File: src/rtl/rgb_timing_gen.sv
module rgb_timing_gen #(
  parameter int HW = 12,
  parameter int VW = 11
) (
  input  logic          clk,
  input  logic          rst_n,
  input  logic          run_en,
  input  logic          sync_en,
  input  logic [HW-1:0] h_sync_len,
  input  logic [HW-1:0] h_wait,
  input  logic [HW-1:0] h_active,
  input  logic [HW-1:0] h_total,
  input  logic [VW-1:0] v_sync_len,
  input  logic [VW-1:0] v_wait,
  input  logic [VW-1:0] v_active,
  input  logic [VW-1:0] v_total,
  input  logic          hs_high,
  input  logic          vs_high,
  input  logic          de_high,
  input  logic          launch_fall,
  output logic          hsync,
  output logic          vsync,
  output logic          de,
  output logic          pix_valid,
  output logic [HW-1:0] pix_x,
  output logic [VW-1:0] pix_y,
  output logic          sof,
  output logic          launch_fall_q
);

  logic [HW-1:0] hcnt, hsl_s, hwt_s, hac_s, htot_s;
  logic [VW-1:0] vcnt, vsl_s, vwt_s, vac_s, vtot_s;
  logic          edge_s;

  wire go        = run_en | sync_en;
  wire line_end  = (hcnt == htot_s - 1'b1);
  wire frame_end = line_end && (vcnt == vtot_s - 1'b1);

  always_ff @(posedge clk or negedge rst_n) begin
    if (!rst_n) begin
      hsl_s <= '0; hwt_s <= '0; hac_s <= '0; htot_s <= '0;
      vsl_s <= '0; vwt_s <= '0; vac_s <= '0; vtot_s <= '0;
      edge_s <= 1'b0;
    end else if (!go || frame_end) begin
      hsl_s <= h_sync_len; hwt_s <= h_wait; hac_s <= h_active; htot_s <= h_total;
      vsl_s <= v_sync_len; vwt_s <= v_wait; vac_s <= v_active; vtot_s <= v_total;
      edge_s <= launch_fall;
    end
  end

  always_ff @(posedge clk or negedge rst_n) begin
    if (!rst_n) begin
      hcnt <= '0;
      vcnt <= '0;
    end else if (!go) begin
      hcnt <= '0;
      vcnt <= '0;
    end else if (line_end) begin
      hcnt <= '0;
      vcnt <= frame_end ? '0 : vcnt + 1'b1;
    end else begin
      hcnt <= hcnt + 1'b1;
    end
  end

  wire h_in = (hcnt >= hwt_s) && ({1'b0, hcnt} < ({1'b0, hwt_s} + {1'b0, hac_s}));
  wire v_in = (vcnt >= vwt_s) && ({1'b0, vcnt} < ({1'b0, vwt_s} + {1'b0, vac_s}));
  wire hs_act = sync_en && (hcnt < hsl_s);
  wire vs_act = sync_en && (vcnt < vsl_s);

  assign pix_valid     = run_en && h_in && v_in;
  assign hsync         = ~(hs_act ^ hs_high);
  assign vsync         = ~(vs_act ^ vs_high);
  assign de            = ~(pix_valid ^ de_high);
  assign pix_x         = pix_valid ? hcnt - hwt_s : '0;
  assign pix_y         = pix_valid ? vcnt - vwt_s : '0;
  assign sof           = go && (hcnt == '0) && (vcnt == '0);
  assign launch_fall_q = edge_s;

  a_r1_hcnt_bound: assert property (@(posedge clk) disable iff (!rst_n)
    (go && htot_s >= 2) |-> (hcnt < htot_s));

  a_r7_sync_off: assert property (@(posedge clk) disable iff (!rst_n)
    !sync_en |-> (hsync != hs_high) && (vsync != vs_high));

  a_r8_no_run: assert property (@(posedge clk) disable iff (!rst_n)
    !run_en |-> (!pix_valid && de != de_high && pix_x == '0));

  a_r9_sof_single: assert property (@(posedge clk) disable iff (!rst_n)
    (sof && htot_s >= 2) |=> !sof);

  a_r9_sof_vsync: assert property (@(posedge clk) disable iff (!rst_n)
    (sof && sync_en && vsl_s != '0) |-> (vsync == vs_high));

  a_r10_shadow_hold: assert property (@(posedge clk) disable iff (!rst_n)
    (go && !frame_end) |=> ($stable(htot_s) && $stable(vtot_s) && $stable(hwt_s) && $stable(vwt_s)));

endmodule

File: config.mk
export PLATFORM = sky130hd
export DESIGN_NAME = rgb_timing_gen
export DESIGN_NICKNAME = d
export VERILOG_FILES = /design/src/rtl/rgb_timing_gen.sv
export SDC_FILE = /design/constraint.sdc
export NUM_CORES = 1
export LEC_CHECK = 0
export ABC_AREA = 0
export BUFFER_PORTS_ARGS = -buffer_cell sky130_fd_sc_hd__buf_4
export CORE_ASPECT_RATIO = 0.8
export CORE_UTILIZATION = 40
export DETAILED_ROUTE_END_ITERATION = 16
export GPL_TIMING_DRIVEN = 0
export PLACE_DENSITY_LB_ADDON = 0.1
export SYNTH_ARGS = -nofsm -noshare
export SYNTH_HDL_FRONTEND = slang
export SYNTH_SLANG_ARGS = --single-unit
File: constraint.sdc
create_clock -name clk -period 14.05 [get_ports clk]
set_input_delay 2.81 -clock clk [delete_from_list [all_inputs] [get_ports clk]]
set_output_delay 2.81 -clock clk [all_outputs]
set_load 0.05 [all_outputs]
==> metrics.md, run 1 <==
| Metric | Value |
|---|---|
| Routability cong. | 0.8150 |
| Synth area leaders | dfrtp_1 (32%), mux2_4 (13%), ha_1 (13%) |
| CP arrival | 5.23 ns |
| Pwr dens | 122.4 mW/mm² |
| Final setup fails | 0 |
| Top Usage Layer GRT | met2 |
| Detail Route Antenna Nets | 0 |
| Die width | 169.9 µm |
| Flops & latches, synth | 116 |
| Main synth FF type | dfrtp_1 |
| Post-synth EDFFs | 0 |
| Max-slew headroom at the worst pin | 0.5305 |
| Drt drc | 0 |
| Min cycle time layout | 8.038 ns |
| Share of flip-flops with an asynchronous set or reset | 1.000 |
| Chip height | 136.3 µm |
| CTS tree | done |
| Slew @ Worst Pin | 0.6945 ns |
| Design Power | 1.351 mW |
| Num CTS Buffers | 17 |
| Initial antenna violation count | 0 |
| Req. time, crit path | 11.24 ns |
| PostCTS Resize Cnt | 0 |
| Starting Density | 0.4127 |
| GRT met1 Usage | 0.2831 |
| Post-DP HPWL | 16490 µm |
| P_leak | 5.382 nW |
| Later-pin clock latency in the skew report | 0.41 ns |
| CTS Buffer Depth | 2 |
| M2 GR Usage | 0.2912 |
| Hold WC Path Type | flip-flop to flip-flop |
| Placed Cells | 1293 |
| FF+latch area | 0.002903 mm² |
| Met3 Use GR | 0.04192 |
| CTS Root Buffer Type | clkbuf_16 |
| DR iter-0 viols | 326 |
| 1st-pass router iterations | 4 |
| Syn. warnings | 0 |
| Vias in the first global route | 6625 |
| Post-synth cell types | 74 |
| Clock H-tree levels | 4 |
| Vias | 6717 |
| Syn_nets | 1062 |
| PortBufs | 128 |
| Hold buffer count at CTS | 0 |
| Overall Global Routing Usage | 0.1949 |
| DR vias/cell | 5.077 |
| Critical Path Start Type | flip-flop |
| Final Max Tran Viols | 0 |
| CP max FO | 10 |
| FMAX | 124.4 MHz |
| Post-Syn Instances | 864 |
| Die area | 0.02316 mm² |
| Routed WL per cell | 16.20 µm |
| Crit. End Element | primary output |
| Post-synthesis sequential area ratio | 0.3217 |
| Synthesized cell area | 0.009022 mm² |
| # rows | 48 |
| I/O Pins | 129 |
| First-pass GRT wire length | 34710 µm |
| Most frequent cells in the layout | buf_4 (128), dfrtp_1 (116), ha_1 (94) |
| Post-CTS setup buffer count | 0 |
| Share of the synthesized area in the top cell type | 0.3217 |
| Placeable Area | 0.02186 mm² |
| Setup Skew | 0.01231 ns |
| Post-synth top area cell | dfrtp_1 |
| Number of fill cells | 2060 |
| Kind of critical path | flip-flop to primary output |
| Commonest non-fill, non-tap cell in the layout | buf_4 |
| Grt total ovfl | 0 |
| Synth-to-Final Area Change | 22.33% |
| Post-route insts no fill | 1323 |
| Share of cells above drive strength 1 | 0.2776 |
| Largest net degree at the start of global routing | 77 |
| Final Hold Fails | 0 |
| RSZ-0062 raised after global routing | no |
| N_diodes | 0 |
| Clock transition at path regs | 0.05 ns |
| Setup TNS | 0 ns |
| Nets | 1210 |
| Area of the multi-input gates | 0.005582 mm² |
| Max cap viols | 0 |
| CTS sink count | 116 |
| Fin crit share | 0.5721 |
| Status | complete, no violations |
| Maximum VDD drop | 73.50 µV |
| Post-synthesis area per instance | 10.44 µm² |
| Routed Wire Length | 21440 µm |
cells by family (layout without fill, tap and decap cells):
logic type | Yosys count | after routing | synth area share
flip-flops | 116 | 116 | 0.3217
multiplexers | 97 | 97 | 0.1539
buffers and inverters | 97 | 256 | 0.05963
adder cells (fa/ha/maj) | 98 | 98 | 0.1392
AO/OA/AOI/OAI | 160 | 160 | 0.1194
XOR/XNOR | 68 | 68 | 0.06601
AND/OR/NAND/NOR | 228 | 228 | 0.1401
synth_stat cells, types with 6 or more instances:
cell type / count
mux2_4: 80
a31oi_1: 7
nor2b_1: 13
nand2b_1: 16
dfrtp_1: 116
xor2_1: 28
o211ai_1: 8
a21oi_1: 40
o21ai_0: 37
and3_1: 7
or4_1: 6
clkbuf_1: 9
and2_1: 18
nor2_1: 48
buf_12: 9
ha_1: 94
mux2_2: 12
nor4_1: 6
o21a_1: 11
nand4_1: 16
a21o_1: 11
inv_1: 74
xnor2_1: 40
a211oi_1: 6
nand3_1: 18
or3_1: 11
nor3_1: 17
nand2_1: 27
power breakdown:
| group | internal [mW] | leakage [nW] | switching, mW |
|---|---|---|---|
| Clock | 0.327 | 0.315 | 0.156 |
| Sequential | 0.378 | 1.40 | 0.0460 |
| Combinational | 0.231 | 3.67 | 0.213 |
metal layers:
metal | part of all wire | vias up | routed length [µm]
met5 | 0 | - | 0
met4 | 0.0050 | 0 | 108
met3 | 0.036 | 6 | 769
met2 | 0.43 | 100 | 9228
met1 | 0.53 | 3218 | 11330
li1 | - | 3393 | -
final timing paths:
path / start / end / slack (ns) / cells past startpoint
setup / recovery: hwt_s[0] / pix_y[10] / 6.01 / 19
hold / removal: hac_s[0] / hac_s[0] / 0.49 / 1
setup reg to reg: vtot_s[0] / htot_s[10] / 10.64 / 12
hold reg to reg: hac_s[0] / hac_s[0] / 0.49 / 1
max in group asynchronous: rst_n / hac_s[0] / 11.04 / 2
min in group asynchronous: rst_n / hsl_s[7] / 2.31 / 1
state kept, by name (all words and copies together) (netlist names):
name,count
vwt_s,11
vcnt,11
vsl_s,11
hwt_s,12
htot_s,12
hsl_s,12
launch_fall_q,1
hcnt,12
vtot_s,11
vac_s,11
hac_s,12
through the flow:
stage                     setup slack, ns  area (µm²)    util  hold slack (ns)
after floorplan                     6.613        9022       -           0.4623
after global placement              6.371       10360  0.4738           0.4794
after global routing                5.474       11040  0.5049           0.5037
after CTS                           5.926       11040  0.5049           0.4951
final                               6.012       11040  0.5049           0.4897
after detailed placement            6.385       10390  0.4753           0.4836
cell type report:
type	instances	share of cell area
plain buffers	23	0.02358
flip-flops and latches	116	0.2630
inverters	74	0.02517
clock inverters	9	0.01598
repair buffers	129	0.08990
well taps	300	0.03401
clock buffers	21	0.04263
multi-input cells	651	0.5057
worst max-delay path, cell delays in order, from the launching register on:
cell	delay [ns]
dfrtp_1	0.39
ha_1	0.23
inv_1	0.07
fa_1	0.21
nor2b_1	0.08
o31ai_1	0.41
a21oi_1	0.17
or4_1	0.42
o2111ai_1	0.15
nand2b_1	0.11
xnor2_1	0.14
ha_1	0.20
or4_1	0.53
a211o_1	0.30
o211ai_1	0.11
and4_1	0.20
clkbuf_1	0.25
clkbuf_1	0.38
o311a_1	0.27
buf_4	0.21
Power figures use the tool's default switching activity.
==> inputs of run 2 (changes only) <==
ABC_AREA = 1   (was 0)
clock period = 8.1 ns   (was 14.05 ns; I/O delays follow)
==> run 2 against run 1 <==
Cell area increased by 2.7%. Flip-flop and latch count unchanged. Clock power grew 62%. Largest cell class unchanged. Largest power group unchanged.
==> metrics.md, run 2 <==
| Metric | Value |
|---|---|
| Setup Skew | 0.01716 ns (+0.004848 ns) |
| Share of the synthesized area in the top cell type | 0.3104 (-0.01132) |
| Largest family of logic cells by synthesized area | simple AND/OR/NAND/NOR gates |
| Routability cong. | 0.8684 (+6.6%) |
| Setup TNS | 0 ns (unchanged) |
| Hold WC Path Type | flip-flop to flip-flop |
| PostCTS Resize Cnt | 0 (unchanged) |
| Post-synthesis area per instance | 7.139 µm² (-32%) |
| CTS sink count | 116 (unchanged) |
| Number of fill cells | 2349 (+14%) |
| PortBufs | 128 (unchanged) |
| Most numerous cell in the Yosys netlist | nand2_1 |
| Final setup fails | 0 (unchanged) |
| Largest net degree at the start of global routing | 87 (+13%) |
| Post-synth EDFFs | 0 (unchanged) |
| Clock transition at path regs | 0.06 ns (about the same) |
| Mux contribution to synthesized area | 0 (-0.1539) |
| Most frequent cells in the layout | nand2_1 (402), nand3_1 (165), inv_1 (140) |
| Later-pin clock latency in the skew report | 0.42 ns (about the same) |
| Kind of critical path | flip-flop to primary output |
| Share of flip-flops with an asynchronous set or reset | 1.000 (unchanged) |
| Hold depth | 2 (+1) |
| Hold Crit Start | hsl_s[8] |
| Main synth FF type | dfrtp_1 |
| Routed Wire Length | 26450 µm (+23%) |
| CTS tree | done |
| CP arrival | 4.37 ns (-0.86 ns) |
| Die area | 0.02400 mm² (+3.6%) |
| Detail Route Antenna Nets | 0 (unchanged) |
| Die width | 173.0 µm (+1.8%) |
| # rows | 49 (+2.1%) |
| Crit. End Element | primary output |
| Post-synth top area cell | dfrtp_1 |
| Share of cells above drive strength 1 | 0.1396 (-0.1381) |
| Post-Syn Instances | 1310 (+52%) |
| Vias | 8742 (+30%) |
| Nets | 1656 (+37%) |
| 1st-pass router iterations | 6 (+2) |
| Reg2reg end | vwt_s[3] |
| First-pass GRT wire length | 43760 µm (+26%) |
| N_diodes | 0 (unchanged) |
| Min setup slack post-route | 2.109 ns (-3.903 ns) |
| Syn_nets | 1508 (+42%) |
| Min cycle time layout | 5.991 ns |
| Clock H-tree levels | 4 (unchanged) |
| DR iter-0 viols | 560 (+72%) |
| Compound-Gate Fraction of Synth Area | 0.05646 (-0.06294) |
| FMAX | 166.9 MHz |
| Post-synthesis sequential area ratio | 0.3104 (-0.01132) |
| Xor-xnor portion of the synthesized cell area | 0.06650 (+0.0004869) |
| Slew @ Worst Pin | 0.7645 ns (+0.07002 ns) |
| Commonest non-fill, non-tap cell in the layout | nand2_1 |
| Starting Density | 0.4122 (-0.0004726) |
| Pwr dens | 197.4 mW/mm² (+61%) |
| Overall Global Routing Usage | 0.2293 (+0.03445) |
| Grt total ovfl | 0 (unchanged) |
| Flops & latches, synth | 116 (unchanged) |
| DR vias/cell | 4.925 (-3.0%) |
| Top post-synthesis cells by count | nand2_1 (402), nand3_1 (165), inv_1 (140) |
| Fin crit share | 0.7396 |
| Hold buffer count at CTS | 0 (unchanged) |
| R2R setup slack | 5.64 ns (-5.00 ns) |
| Setup WS pre-CTS | 2.595 ns (-3.789 ns) |
| Num CTS Buffers | 17 (unchanged) |
| Routed WL per cell | 14.90 µm (-8.0%) |
| Synthesized cell area | 0.009351 mm² (+3.6%) |
| I/O Pins | 129 (unchanged) |
| CTS Root Buffer Type | clkbuf_16 |
| Post-DP HPWL | 20450 µm (+24%) |
| Vias in the first global route | 8303 (+25%) |
| Post-synth cell types | 44 (-41%) |
| Syn. warnings | 0 (unchanged) |
| Final Hold Fails | 0 (unchanged) |
| Maximum VDD drop | 139.3 µV (+90%) |
| Reg2reg start | vtot_s[0] |
| Max cap viols | 0 (unchanged) |
| RSZ-0062 raised after global routing | no |
| Status | complete, no violations |
| Synth area leaders | dfrtp_1 (31%), nand2_1 (16%), ha_1 (13%) |
| P_leak | 6.197 nW (+15%) |
| Drt drc | 0 (unchanged) |
| Req. time, crit path | 6.48 ns (-4.76 ns) |
| Critical Path Start Type | flip-flop |
| Final Max Tran Viols | 0 (unchanged) |
| CP max FO | 10 (unchanged) |
| Initial antenna violation count | 0 (unchanged) |
| Synth-to-Final Area Change | 21.19% |
| Post-synthesis adder-cell area fraction | 0.1343 (-0.004899) |
| Max-slew headroom at the worst pin | 0.4885 (-0.04204) |
| Post-Synth Simple-Gate Area | 0.3439 (+0.2038) |
| Post-CTS setup buffer count | 0 (unchanged) |
| CTS Buffer Depth | 2 (unchanged) |
| FF-to-FF path depth | 15 (+3) |
| Chip height | 138.8 µm (+1.8%) |
| Placeable Area | 0.02268 mm² (+3.8%) |
| Hold worst-path end | hsl_s[8] |
[run 2: cell type report]
| class | count | area [µm²] | area share |
|---|---|---|---|
| clock inverter | 11 | 153.9 | 0.01358 |
| multi-input combinational | 1006 | 5622 | 0.4960 |
| clock buffer | 19 | 452.9 | 0.03996 |
| buffer | 42 | 279.0 | 0.02462 |
| tap | 306 | 382.9 | 0.03378 |
| inverter | 146 | 548.0 | 0.04835 |
| sequential | 116 | 2903 | 0.2561 |
| timing repair buffer | 129 | 992.2 | 0.08755 |
[run 2: routing by layer]
| metal | vias to the layer above | routed length [µm] | GRT usage |
|---|---|---|---|
| li1 | 4545 | - | - |
| met1 | 3976 | 13950 | 0.3461 |
| met2 | 201 | 11040 | 0.3383 |
| met3 | 20 | 1195 | 0.04194 |
| met4 | 0 | 264 | 0.04658 |
| met5 | - | 0 | 0 |
[run 2: cells by family after synthesis]
kind of cell,count (synthesis)
and+or+nand+nor,743
buffers and inverters,188
DFF,116
adders and majority gates,98
AOI/OAI and AO/OA,94
xor gates and xnor gates,71
[run 2: worst max-delay path by stage]
stage,from,end,slack (ns)
after global routing,hac_s[0],pix_y[0],1.72
after detailed placement,hac_s[0],pix_y[0],2.60
final,hac_s[0],pix_y[0],2.11
after global placement,hac_s[0],pix_y[0],2.61
after floorplan,hwt_s[0],pix_y[1],3.11
after CTS,hac_s[0],pix_y[0],2.11
[run 2: stage by stage]
step,instance area (µm²),utilization,hold WS [ns],power [mW],std cells
floorplan,9351,-,0.4735,1.249,1310
global placement,10700,0.4715,0.4916,1.449,1744
detailed placement,10730,0.4729,0.4968,1.460,1745
CTS,11330,0.4996,0.5127,2.254,1775
global route,11330,0.4996,0.5245,2.405,1775
finish,11330,0.4996,0.5065,2.237,1775
[run 2: report_power, final]
group	leakage [nW]	internal [mW]	switching, mW
logic	4.44	0.300	0.427
registers	1.46	0.646	0.0798
clock network	0.291	0.499	0.285
[run 2: critical path, cell delays in order (launching register included)]
cell and delay (ns):
dfrtp_1 0.44, ha_1 0.18, inv_1 0.07, fa_1 0.40, nand3b_1 0.17, nand2_1 0.17
a21oi_1 0.10, xor2_1 0.15, ha_1 0.29, a21oi_1 0.14, nor2_1 0.05, nor2_1 0.08
nand2_1 0.05, a21oi_1 0.17, nor2_1 0.07, nor2_1 0.11, nand4_1 0.40, clkbuf_1 0.42
nor2_1 0.26, buf_4 0.24
==> inputs of run 3 (changes only) <==
ABC_AREA = 0   (was 1)
clock period = 5.2 ns   (was 8.1 ns; I/O delays follow)
==> run 3 against run 2 <==
Cell count fell by 24%. Highest routed layer unchanged. Power grew 60%. Sequential share of layout area fell by 0.40 points. The flow now finishes with violations (setup timing). Clock power rose by 43%. Hold slack got worse by 0.0033 ns. Critical path depth grew 4. Global-route usage down 2.9 points.
==> metrics.md, run 3 (synthesized netlist as in run 1, its figures left out) <==
| Metric | Value |
|---|---|
| Setup Skew | 0.01280 ns (-0.004361 ns) |
| Switch share | 0.3325 (-0.02165) |
| Max cap viols | 0 (unchanged) |
| Synth-to-Final Area Change | 27.62% |
| Slew @ Worst Pin | 0.7001 ns (-0.06440 ns) |
| P_leak | 5.536 nW (-11%) |
| Req. time, crit path | 4.16 ns (-2.32 ns) |
| Placeable Area | 0.02186 mm² (-3.6%) |
| Hold_ws | 0.5032 ns (-0.003346 ns) |
| CTS tree | done |
| 1st-pass router iterations | 5 (-1) |
| Most frequent CP cell | buf_4 |
| Critical Path Start Type | flip-flop |
| Vias | 6813 (-22%) |
| PortBufs | 128 (unchanged) |
| Later-pin clock latency in the skew report | 0.42 ns (about the same) |
| Final Max Tran Viols | 0 (unchanged) |
| Die area | 0.02316 mm² (-3.5%) |
| CP max FO | 5 (-5) |
| Routed WL per cell | 16.47 µm (+11%) |
| Final Util | 0.5267 (+0.02711) |
| CTS Buffer Depth | 2 (unchanged) |
| Worst path cell trace | ha_2 -> inv_2 -> fa_2 -> nor2b_4 -> o31ai_4 -> a21oi_2 -> or4_1 -> o2111ai_2 -> buf_4 -> buf_4 -> buf_4 -> buf_4 -> buf_4 -> buf_4 -> buf_4 -> buf_4 -> buf_4 -> buf_4 -> o211ai_1 -> and4_4 -> buf_6 -> nor3b_2 -> buf_6 |
| FMAX | 186.1 MHz |
| Post-DP HPWL | 16620 µm (-19%) |
| Clock power frac | 0.313 (-0.037) |
| Clock transition at path regs | 0.05 ns (about the same) |
| Psw | 1.193 mW (+51%) |
| Most frequent cells in the layout | buf_4 (126), dfrtp_1 (116), ha_1 (90) |
| Initial antenna violation count | 0 (unchanged) |
| Routed Wire Length | 22260 µm (-16%) |
| Vias in the first global route | 6747 (-19%) |
| Routability cong. | 0.8001 (-7.9%) |
| Sequential share of power | 0.320 (-0.004) |
| RSZ-0062 raised after global routing | yes |
| # rows | 48 (-2.0%) |
| Commonest non-fill, non-tap cell in the layout | buf_4 |
| Failing checks | setup timing |
| Hold WC Path Type | flip-flop to flip-flop |
| Drt drc | 0 (unchanged) |
| Largest net degree at the start of global routing | 80 (-8.0%) |
| Num CTS Buffers | 17 (unchanged) |
| Nets | 1236 (-25%) |
| CTS sink count | 116 (unchanged) |
| Die width | 169.9 µm (-1.8%) |
| Clock H-tree levels | 4 (unchanged) |
| Design Power | 3.587 mW (+60%) |
| Maximum VDD drop | 213.2 µV (+53%) |
| Final setup fails | 24 (+24) |
| Final Hold Fails | 0 (unchanged) |
| Crit-path slowest cell | fa_2 |
| Min cycle time layout | 5.374 ns |
| CP arrival | 4.33 ns (-0.04 ns) |
| Detail Route Antenna Nets | 0 (unchanged) |
| DR vias/cell | 5.043 (+2.4%) |
| DR iter-0 viols | 382 (-32%) |
| I/O Pins | 129 (unchanged) |
| Starting Density | 0.4127 (+0.0004726) |
| Max-slew headroom at the worst pin | 0.5267 (+0.03824) |
| Min setup slack post-route | -0.1737 ns (-2.283 ns) |
| Share of cells above drive strength 1 | 0.3330 (+0.1935) |
| Kind of critical path | flip-flop to primary output |
| Grt total ovfl | 0 (unchanged) |
| N_diodes | 0 (unchanged) |
| CP max stage delay | 0.37 ns (-0.07 ns) |
| Int Power | 2.394 mW (+66%) |
| Status | finished, violations left |
| Combinational Power Share | 0.366 (+0.041) |
| Overall Global Routing Usage | 0.2007 (-0.02859) |
| Chip height | 136.3 µm (-1.8%) |
| First-pass GRT wire length | 35670 µm (-18%) |
| Pwr dens | 311.5 mW/mm² (+58%) |
| Crit. End Element | primary output |
| CTS Root Buffer Type | clkbuf_16 |
| Fin crit share | 1.033 |
run 3: cell count changes in the layout (fill, tap and decap cells not counted), sizes merged, moves of 18 or more:
| cell | delta |
|---|---|
| mux2 | +94 |
| nor2 | -67 |
| nand2 | -376 |
| o21ai | +19 |
| and2 | +18 |
| nand3 | -151 |
| inv | -71 |
run 3: timing repair:
action,4_1_cts,5_1_grt
gates resized for setup,54,39
hold buffers,0,0
pin swaps,11,16
gates cloned,1,0
buffers inserted,18,9
endpoints found under the setup margin,25,25
run 3: power groups by stage:
stage | sequential, mW | combinational [mW] | clock, mW
2_1_floorplan | 1.12 | 0.933 | 0
4_1_cts | 1.15 | 1.28 | 1.15
3_5_place_dp | 1.16 | 1.21 | 0
3_3_place_gp | 1.16 | 1.19 | 0
6_report | 1.15 | 1.31 | 1.12
5_1_grt | 1.17 | 1.48 | 1.19
run 3: metal layers:
metal	wire length [µm]	global-route usage	vias up
met1	11510	0.2907	3221
met5	0	0	-
met3	890	0.04105	21
li1	-	-	3445
met4	303	0.05606	0
met2	9547	0.3001	126
run 3: worst paths after layout:
kind | start | end | slack (ns) | cells after the start
max | hwt_s[0] | pix_x[10] | -0.17 | 23
min | vsl_s[10] | vsl_s[10] | 0.50 | 1
max reg2reg | vtot_s[0] | hac_s[0] | 1.82 | 12
min reg2reg | vsl_s[10] | vsl_s[10] | 0.50 | 1
max in group asynchronous | rst_n | hwt_s[11] | 3.94 | 2
min in group asynchronous | rst_n | hsl_s[7] | 0.52 | 1
run 3: stage by stage:
| stage | cell area (µm²) | setup WS [ns] | setup TNS [ns] | cells |
|---|---|---|---|---|
| 2_1_floorplan | 9047 | -0.05564 | -0.05564 | 864 |
| 3_3_place_gp | 10380 | -0.5866 | -10.57 | 1292 |
| 3_5_place_dp | 10420 | -0.6399 | -11.46 | 1293 |
| 4_1_cts | 11340 | -0.3231 | -6.246 | 1343 |
| 5_1_grt | 11510 | -0.3572 | -7.290 | 1351 |
| 6_report | 11510 | -0.1737 | -2.431 | 1351 |
run 3: layout make-up:
type	instances	area, µm²
buffer	22	289.0
fill	2020	10350
timing repair buffer	156	1360
inverter	74	277.8
tap	300	375.4
clock buffer	20	456.7
multi-input combinational	651	5747
sequential	116	2903
clock inverter	12	106.4
run 3: critical path, delay by kind of cell, from the launching register on:
kind / cells / cell delay [ns]
buf+inv: 13 / 1.62
simple gates: 4 / 0.87
fa+ha+maj: 2 / 0.58
compound gates: 4 / 0.50
flops: 1 / 0.36
